### src/rtl/irq_pin_pkg.sv
package irq_pin_pkg;
    localparam int REG_W    = 8;
    localparam int MODE_BIT = 0;
    localparam int MASK_BIT = 1;
    localparam int ACK_BIT  = 2;
    localparam int FLAG_BIT = 3;

    typedef struct packed {
        logic mask;
        logic level_mode;
    } irq_cfg_t;

    typedef struct packed {
        logic level;
        logic fall;
    } pin_evt_t;

    function automatic logic [REG_W-1:0] pack_status(logic flag, irq_cfg_t cfg);
        logic [REG_W-1:0] v;
        v = '0;
        v[FLAG_BIT] = flag;
        v[MASK_BIT] = cfg.mask;
        v[MODE_BIT] = cfg.level_mode;
        return v;
    endfunction
endpackage

### src/rtl/irq_pin_sync.sv
module irq_pin_sync
    import irq_pin_pkg::*;
#(
    parameter int STAGES = 2
) (
    input  logic     clk,
    input  logic     pin_n,
    output pin_evt_t evt
);
    localparam int LAST = STAGES - 1;

    logic [STAGES-1:0] chain;
    logic              prev_q;

    always_ff @(posedge clk) chain[0] <= pin_n;

    for (genvar i = 1; i < STAGES; i++) begin : g_stage
        always_ff @(posedge clk) chain[i] <= chain[i-1];
    end

    always_ff @(posedge clk) prev_q <= chain[LAST];

    always_comb begin
        evt.level = chain[LAST];
        evt.fall  = prev_q & ~chain[LAST];
    end
endmodule

### src/rtl/irq_pin_regs.sv
module irq_pin_regs
    import irq_pin_pkg::*;
(
    input  logic             clk,
    input  logic             rst,
    input  logic             sel,
    input  logic             we,
    input  logic [REG_W-1:0] wdata,
    input  logic             flag,
    output irq_cfg_t         cfg,
    output logic             sw_ack,
    output logic [REG_W-1:0] rdata
);
    logic wr_en;
    assign wr_en  = sel & we;
    assign sw_ack = wr_en & wdata[ACK_BIT];

    always_ff @(posedge clk) begin
        if (rst) begin
            cfg <= '0;
        end else if (wr_en) begin
            cfg.mask       <= wdata[MASK_BIT];
            cfg.level_mode <= wdata[MODE_BIT];
        end
    end

    assign rdata = sel ? pack_status(flag, cfg) : '0;


    cfg_write_chk: assert property (@(posedge clk) disable iff (rst)
        (sel && we) |=> (cfg.mask == $past(wdata[MASK_BIT]) &&
                         cfg.level_mode == $past(wdata[MODE_BIT])));


    cfg_hold_chk: assert property (@(posedge clk) disable iff (rst)
        !sel |=> $stable(cfg));
endmodule

### src/rtl/irq_pin_latch.sv
module irq_pin_latch
    import irq_pin_pkg::*;
(
    input  logic     clk,
    input  logic     rst,
    input  pin_evt_t evt,
    input  logic     level_mode,
    input  logic     clr,
    output logic     flag
);
    logic flag_q, acked_q, set_ev;

    assign set_ev = evt.fall | (level_mode & ~evt.level & ~flag_q);

    always_ff @(posedge clk) begin
        if (rst) begin
            flag_q  <= 1'b0;
            acked_q <= 1'b0;
        end else if (set_ev) begin
            flag_q  <= 1'b1;
            acked_q <= 1'b0;
        end else if (flag_q && (clr || acked_q)) begin
            if (!level_mode || evt.level) begin
                flag_q  <= 1'b0;
                acked_q <= 1'b0;
            end else begin
                acked_q <= 1'b1;
            end
        end
    end

    assign flag = flag_q;


    fall_sets_chk: assert property (@(posedge clk) disable iff (rst)
        evt.fall |=> flag_q);


    edge_clear_chk: assert property (@(posedge clk) disable iff (rst)
        (flag_q && clr && !evt.fall && !level_mode) |=> !flag_q);


    level_hold_chk: assert property (@(posedge clk) disable iff (rst)
        (flag_q && level_mode && !evt.level) |=> flag_q);


    reset_clear_chk: assert property (@(posedge clk)
        rst |=> !flag_q);
endmodule

### src/rtl/irq_pin_ctrl.sv
module irq_pin_ctrl
    import irq_pin_pkg::*;
#(
    parameter int SYNC_STAGES = 2
) (
    input  logic             clk,
    input  logic             rst,
    input  logic             pin_n,
    input  logic             vec_ack,
    input  logic             bus_sel,
    input  logic             bus_we,
    input  logic [REG_W-1:0] bus_wdata,
    output logic [REG_W-1:0] bus_rdata,
    output logic             irq_req,
    output logic             pin_level
);
    pin_evt_t evt;
    irq_cfg_t cfg;
    logic     flag, sw_ack;

    irq_pin_sync #(.STAGES(SYNC_STAGES)) u_sync (
        .clk   (clk),
        .pin_n (pin_n),
        .evt   (evt)
    );

    irq_pin_regs u_regs (
        .clk    (clk),
        .rst    (rst),
        .sel    (bus_sel),
        .we     (bus_we),
        .wdata  (bus_wdata),
        .flag   (flag),
        .cfg    (cfg),
        .sw_ack (sw_ack),
        .rdata  (bus_rdata)
    );

    irq_pin_latch u_latch (
        .clk        (clk),
        .rst        (rst),
        .evt        (evt),
        .level_mode (cfg.level_mode),
        .clr        (vec_ack | sw_ack),
        .flag       (flag)
    );

    always_ff @(posedge clk) begin
        if (rst) irq_req <= 1'b0;
        else     irq_req <= flag & ~cfg.mask;
    end

    assign pin_level = evt.level;


    mask_gate_chk: assert property (@(posedge clk) disable iff (rst)
        irq_req |-> ($past(flag) && !$past(cfg.mask)));
endmodule

### config.mk
export PLATFORM = sky130hd
export DESIGN_NAME = irq_pin_ctrl
export DESIGN_NICKNAME = d
export VERILOG_FILES = /design/src/rtl/irq_pin_pkg.sv /design/src/rtl/irq_pin_sync.sv /design/src/rtl/irq_pin_regs.sv /design/src/rtl/irq_pin_latch.sv /design/src/rtl/irq_pin_ctrl.sv
export SDC_FILE = /design/constraint.sdc
export NUM_CORES = 1
export LEC_CHECK = 0
export BUFFER_PORTS_ARGS = -buffer_cell sky130_fd_sc_hd__clkbuf_2
export CAP_MARGIN = 20
export CORE_AREA = 2 2 39 41
export CTS_BUF_LIST = sky130_fd_sc_hd__clkbuf_8 sky130_fd_sc_hd__clkbuf_16
export DETAILED_ROUTE_END_ITERATION = 10
export DIE_AREA = 0 0 41 43
export PLACE_DENSITY_LB_ADDON = 0.2
export SYNTH_ARGS = -nofsm -noshare
export SYNTH_HDL_FRONTEND = slang
export SYNTH_SLANG_ARGS = --single-unit
### constraint.sdc
create_clock -name clk -period 1.65 [get_ports clk]
set_clock_uncertainty 0.2 [all_clocks]
set_input_delay 0.33 -clock clk [delete_from_list [all_inputs] [get_ports clk]]
set_output_delay 0.33 -clock clk [all_outputs]
set_load 0.05 [all_outputs]
==> results of run 1 <==
-- registers in the layout, summed over array words and instances, names as in the netlist --
name             count
irq_req              1
u_latch.acked_q      1
u_latch.flag         1
u_regs.cfg           2
u_sync.chain         1
u_sync.evt           1
u_sync.prev_q        1
-- kinds of logic (layout without fill, tap and decap cells) --
group	Yosys count	in the layout	share of synthesized area, %
buffers and inverters	7	19	13.69
other	1	5	1.140
AOI/OAI and AO/OA	6	6	15.97
DFF	8	8	48.67
and+or+nand+nor	12	12	20.53
-- layer usage --
metal / global-route usage [%] / part of all wire [%]
met4: 6.000 / 1.8
met3: 6.283 / 9.8
met2: 8.750 / 45
met5: 0 / 0
met1: 7.468 / 44
-- path summary, 6_finish.rpt --
| check | slack, ps | start | to |
|---|---|---|---|
| worst min-delay path | 120 | u_sync.chain[0] | u_sync.evt[1] |
| worst max register to register | 420 | u_sync.evt[1] | u_latch.acked_q |
| worst min register to register | 120 | u_sync.chain[0] | u_sync.evt[1] |
| worst max-delay path | 100 | u_regs.cfg[0] | bus_rdata[0] |
-- Yosys cell counts --
library cell,number,area (µm²)
a221oi_2,1,15.01
dfxtp_1,8,160.2
o32ai_1,1,8.760
nand4_1,1,6.260
a21oi_1,2,10.01
buf_4,5,37.54
a211o_1,1,8.760
inv_1,2,7.510
nand2_1,3,11.26
conb_1,1,3.750
and2_2,3,22.52
nor3b_1,1,7.510
nor2_1,1,3.750
a311o_1,1,10.01
nand2b_1,1,6.260
nand3_1,2,10.01
-- worst max-delay path: stages, from the launching register on --
cell	delay, ps
dfxtp_1	380
and2_2	160
clkbuf_2	260
-- where the power goes --
part | leakage [nW] | total, mW | internal, mW | switching, mW
combinational | 0.114 | 0.0744 | 0.0188 | 0.0556
clock | 0.0216 | 0.228 | 0.157 | 0.0708
sequential | 0.0661 | 0.210 | 0.203 | 0.00642
-- what timing repair did --
item / 4_1_cts / 5_1_grt
gates resized for setup: 0 / 1
hold buffers: 0 / 1
endpoints found under the setup margin: 0 / 1
endpoints found under the hold margin: 0 / 1
-- cell type report --
| cell class | instances | area [µm²] |
|---|---|---|
| Clock buffer | 3 | 41.29 |
| Fill cell | 148 | 940.9 |
| Inverter | 2 | 7.507 |
| Multi-Input combinational cell | 23 | 138.9 |
| Sequential cell | 8 | 160.2 |
| Tap cell | 16 | 20.02 |
| Timing Repair Buffer | 14 | 75.07 |
==> results.sh, run 1 <==
export IMPL_status="complete, no violations"
export IMPL_netlist_area_um2=329.1
export IMPL_place_gp_congestion=0.6347
export IMPL_wl_per_cell_um=8.545
export IMPL_ys_types=16
export IMPL_vdd_drop_max_uv=609.5
export IMPL_final_cell_mix="clkbuf_2 (12), dfxtp_1 (8), conb_1 (5)"
export IMPL_ys_seq_elements=8
export IMPL_cellLeakagePower_nw=0.2016
export IMPL_syn_to_final_growth_pct=34.60
export IMPL_dp_cells=62
export IMPL_instances_no_fill=66
export IMPL_nets=66
export IMPL_critPathLaunchType="register"
export IMPL_core_area_um2=1384
export IMPL_finalHoldViolCount=0
export IMPL_dieArea_um2=1763
export IMPL_drive_gt1_share_pct=40.00
export IMPL_hold_ws_ps=121.9
export IMPL_postRouteAntennaNets=0
export IMPL_dieWidth_um=41
export IMPL_postCtsSetupBuffers=0
export IMPL_powerDensity_nw_per_um2=1157
export IMPL_firstDrtPassIters=3
export IMPL_drt_iter0_markers=6
export IMPL_final_util_pct=32.01
export IMPL_fp_dieH_um=43
export IMPL_rsz0062_at_grt="false"
export IMPL_design_power_total_mw=0.5123
export IMPL_cts_tree="yes"
export IMPL_initial_utilization_pct=23.78
export IMPL_fp_row_count=14
export IMPL_grt_pass1_vias=199
export IMPL_crit_required_ps=1120
export IMPL_clkTransAtPathRegs_ps=40
export IMPL_crit_path_end_kind="primary output"
export IMPL_syn_inst=34
export IMPL_hpwl_um=428.6
export IMPL_grt_max_degree=8
export IMPL_layout_commonest_cell="clkbuf_2"
export IMPL_pin_count=24
export IMPL_root_buffer="clkbuf_8"
export IMPL_slew_viol_final=0
export IMPL_clock_sinks=8
export IMPL_hp_class="register to register"
export IMPL_yosysWarningCount=0
export IMPL_num_vias=272
export IMPL_wl_um=564
export IMPL_fin_crit_sh_pct=94.10
export IMPL_port_buffers=13
export IMPL_post_route_min_period_ps=1553
export IMPL_cap_violations=0
export IMPL_cp_arrival_ps=1020
export IMPL_synth_sequential_area_ratio_pct=48.67
export IMPL_grt_pass1_wl_um=779
export IMPL_setup_viol=0
export IMPL_timing_final_ws_setup_ps=97.36
export IMPL_clk_latency_ps=230
export IMPL_antenna_found_initial=0
export IMPL_cts_htree_levels=1
export IMPL_hold_path_cell_count=0
export IMPL_crit_fanout=5
export IMPL_avgSynthCellArea_um2=9.678
export IMPL_finalSetupTns_ps=0
export IMPL_cts_max_path_buffers=2
export IMPL_diodes=0
export IMPL_cts_buffers=3
export IMPL_path_class="register to primary output"
export IMPL_finish_instance_area_um2=442.9
export IMPL_dpl_instance_area_um2=391.6
export IMPL_fmax_mhz=644.1
export IMPL_vias_per_cell=4.121
export IMPL_place_ws_ps=234.9
export IMPL_reg2regPathDepth=3
export IMPL_grt_overflow=0
export IMPL_grt_use_total_pct=7.251
export IMPL_drc=0
Note: power is estimated with default switching activity, not from simulation.
==> inputs of run 2 (changes only) <==
- SYNTH_HIERARCHICAL: default -> 1
- clock period: 1.65 -> 1.6 ns (I/O delays scaled with it)
==> results.sh, run 2 <==
export IMPL_status="complete, no violations"
export IMPL_postRouteAntennaNets=0
export IMPL_cp_arrival_ps=980
export IMPL_regMostFlops="u_regs/cfg"
export IMPL_place_gp_congestion=0.6669
export IMPL_synth_most_common_cell="dfxtp_1"
export IMPL_pwr_share_comb_pct=15.3
export IMPL_final_cell_mix="clkbuf_2 (12), dfxtp_1 (8), conb_1 (5)"
export IMPL_vias_per_cell=4.090
export IMPL_grt_pass1_wl_um=924
export IMPL_place_ws_ps=119.0
export IMPL_drive_gt1_share_pct=47.06
export IMPL_dpl_instance_area_um2=430.4
export IMPL_fin_crit_sh_pct=93.94
export IMPL_hpwl_um=473.7
export IMPL_clkTransAtPathRegs_ps=40
export IMPL_cts_max_path_buffers=2
export IMPL_ys_types=16
export IMPL_power_frac_clock_pct=44.3
export IMPL_synth_area_top_cells="dfxtp_1 (43%), buf_4 (12%), nor2b_4 (7.3%)"
export IMPL_grt_max_degree=9
export IMPL_grt_overflow=0
export IMPL_synth_edf_count=0
export IMPL_wl_um=618
export IMPL_pwr_share_seq_pct=40.3
export IMPL_core_area_um2=1384
export IMPL_crit_family="flip-flops"
export IMPL_synthFlopType="dfxtp_1"
export IMPL_wl_per_cell_um=9.224
export IMPL_num_vias=274
export IMPL_yosysTopAreaCellShare_pct=42.67
export IMPL_avgSynthCellArea_um2=10.43
export IMPL_dieArea_um2=1763
export IMPL_firstDrtPassIters=3
export IMPL_crit_fanout=4
export IMPL_crit_buf_inv=1
export IMPL_initial_utilization_pct=27.12
export IMPL_dieWidth_um=41
export IMPL_finalHoldViolCount=0
export IMPL_synthTopCellsByCount="dfxtp_1 (8), buf_4 (6), nand3_1 (4)"
export IMPL_startpoint="u_sync/evt[1]"
export IMPL_port_buffers=13
export IMPL_hp_start="u_sync/chain[0]"
export IMPL_grt_use_total_pct=8.133
export IMPL_grt_util_met1_pct=9.968
export IMPL_fmax_mhz=665.3
export IMPL_final_util_pct=34.99
export IMPL_reg2regPathDepth=3
export IMPL_powerDensity_nw_per_um2=1108
export IMPL_dp_cells=63
export IMPL_crit_required_ps=1080
export IMPL_cts_tree="yes"
export IMPL_diodes=0
export IMPL_r2r_end="u_latch/acked_q"
export IMPL_layout_commonest_cell="clkbuf_2"
export IMPL_met2_usage_pct=10.00
export IMPL_ys_seq_elements=8
export IMPL_clk_latency_ps=230
export IMPL_fp_row_count=14
export IMPL_critPathLaunchType="register"
export IMPL_synth_sequential_area_ratio_pct=42.67
export IMPL_vdd_drop_max_uv=494.6
export IMPL_sw_frac_of_total_pct=26.07
export IMPL_yosysWarningCount=6
export IMPL_design_power_total_mw=0.5364
export IMPL_async_flop_share_pct=0
export IMPL_grt_busiest_layer="met2"
export IMPL_post_route_min_period_ps=1503
export IMPL_largest_reg_flops=2
export IMPL_hp_class="register to register"
export IMPL_timing_final_ws_setup_ps=97.00
export IMPL_postCtsSetupBuffers=0
export IMPL_drc=0
export IMPL_rsz0062_at_grt="false"
export IMPL_clock_sinks=8
export IMPL_r2r_start="u_sync/evt[1]"
export IMPL_pin_count=24
export IMPL_root_buffer="clkbuf_8"
export IMPL_syn_inst=36
export IMPL_cp_cell_sequence="clkbuf_2"
export IMPL_syn_to_final_growth_pct=29.00
export IMPL_slew_viol_final=0
export IMPL_r2r_setup_slack_ps=200
export IMPL_cts_htree_levels=1
export IMPL_cpMaxStageDelayCell="dfxtp_1"
export IMPL_nets=67
export IMPL_internal_power_mw=0.3966
export IMPL_p_sw_mw=0.1398
export IMPL_netlist_area_um2=375.4
export IMPL_cellLeakagePower_nw=0.2181
export IMPL_finalSetupTns_ps=0
export IMPL_max_stage_delay_ps=440
export IMPL_cts_buffers=3
export IMPL_synth_area_leader_cell="dfxtp_1"
export IMPL_grt_pass1_vias=218
export IMPL_antenna_found_initial=0
export IMPL_gr_usage_met3_pct=4.712
export IMPL_crit_path_end_kind="primary output"
export IMPL_cap_violations=0
export IMPL_fp_dieH_um=43
export IMPL_crit_cells=1
export IMPL_hold_ws_ps=121.9
export IMPL_finish_instance_area_um2=484.2
export IMPL_path_class="register to primary output"
export IMPL_drt_iter0_markers=6
export IMPL_setup_viol=0
export IMPL_endpoint="pin_level"
export IMPL_instances_no_fill=67
-- run 2: changes by cell type in the layout (fill, tap and decap cells not counted), moves of 2 or more --
cell,delta
nand3_1,+2
a21bo_1,+2
nor2b_4,+2
inv_1,-2
nand2_1,-3
-- run 2: cells by family (layout without fill, tap and decap cells) --
group,after synthesis,in the layout,synth area share [%]
other,1,5,0.9990
buffers and inverters,6,17,12.00
AOI/OAI and AO/OA,5,5,12.00
and+or+nand+nor,16,16,32.33
DFF,8,8,42.67
-- run 2: what timing repair did --
| item | 4_1_cts | 5_1_grt |
|---|---|---|
| hold buffers | 1 | 0 |
| endpoints found under the hold margin | 1 | 0 |
| gates resized for setup | 0 | 2 |
| endpoints found under the setup margin | 0 | 1 |
-- run 2: how the worst min path moves through the flow --
stage	to	slack, ps	cells past startpoint
2_1_floorplan	u_sync/evt[1]	110	0
3_3_place_gp	u_sync/evt[1]	110	0
3_5_place_dp	u_sync/evt[1]	110	0
4_1_cts	u_sync/evt[1]	120	0
5_1_grt	u_sync/evt[1]	130	0
6_report	u_sync/evt[1]	120	0
-- run 2: cell type report --
type,count,area (µm²)
flip-flops and latches,8,160.2
well taps,16,20.02
repair buffers,14,77.57
clock buffers,3,41.29
fillers,143,899.6
multi-input cells,26,185.2
-- run 2: metal layers --
metal  up-vias  routed length (µm)
met5         -                   0
met4         0                  10
met3         2                  75
met2        15                 252
met1       115                 280
li1        142                   -
-- run 2: power groups by stage --
stage          logic, mW  registers (mW)  clock network [mW]
3_3_place_gp      0.0800           0.220                   0
5_1_grt           0.0872           0.218               0.256
2_1_floorplan     0.0686           0.221                   0
4_1_cts           0.0823           0.216               0.244
6_report          0.0822           0.216               0.238
3_5_place_dp      0.0802           0.220                   0
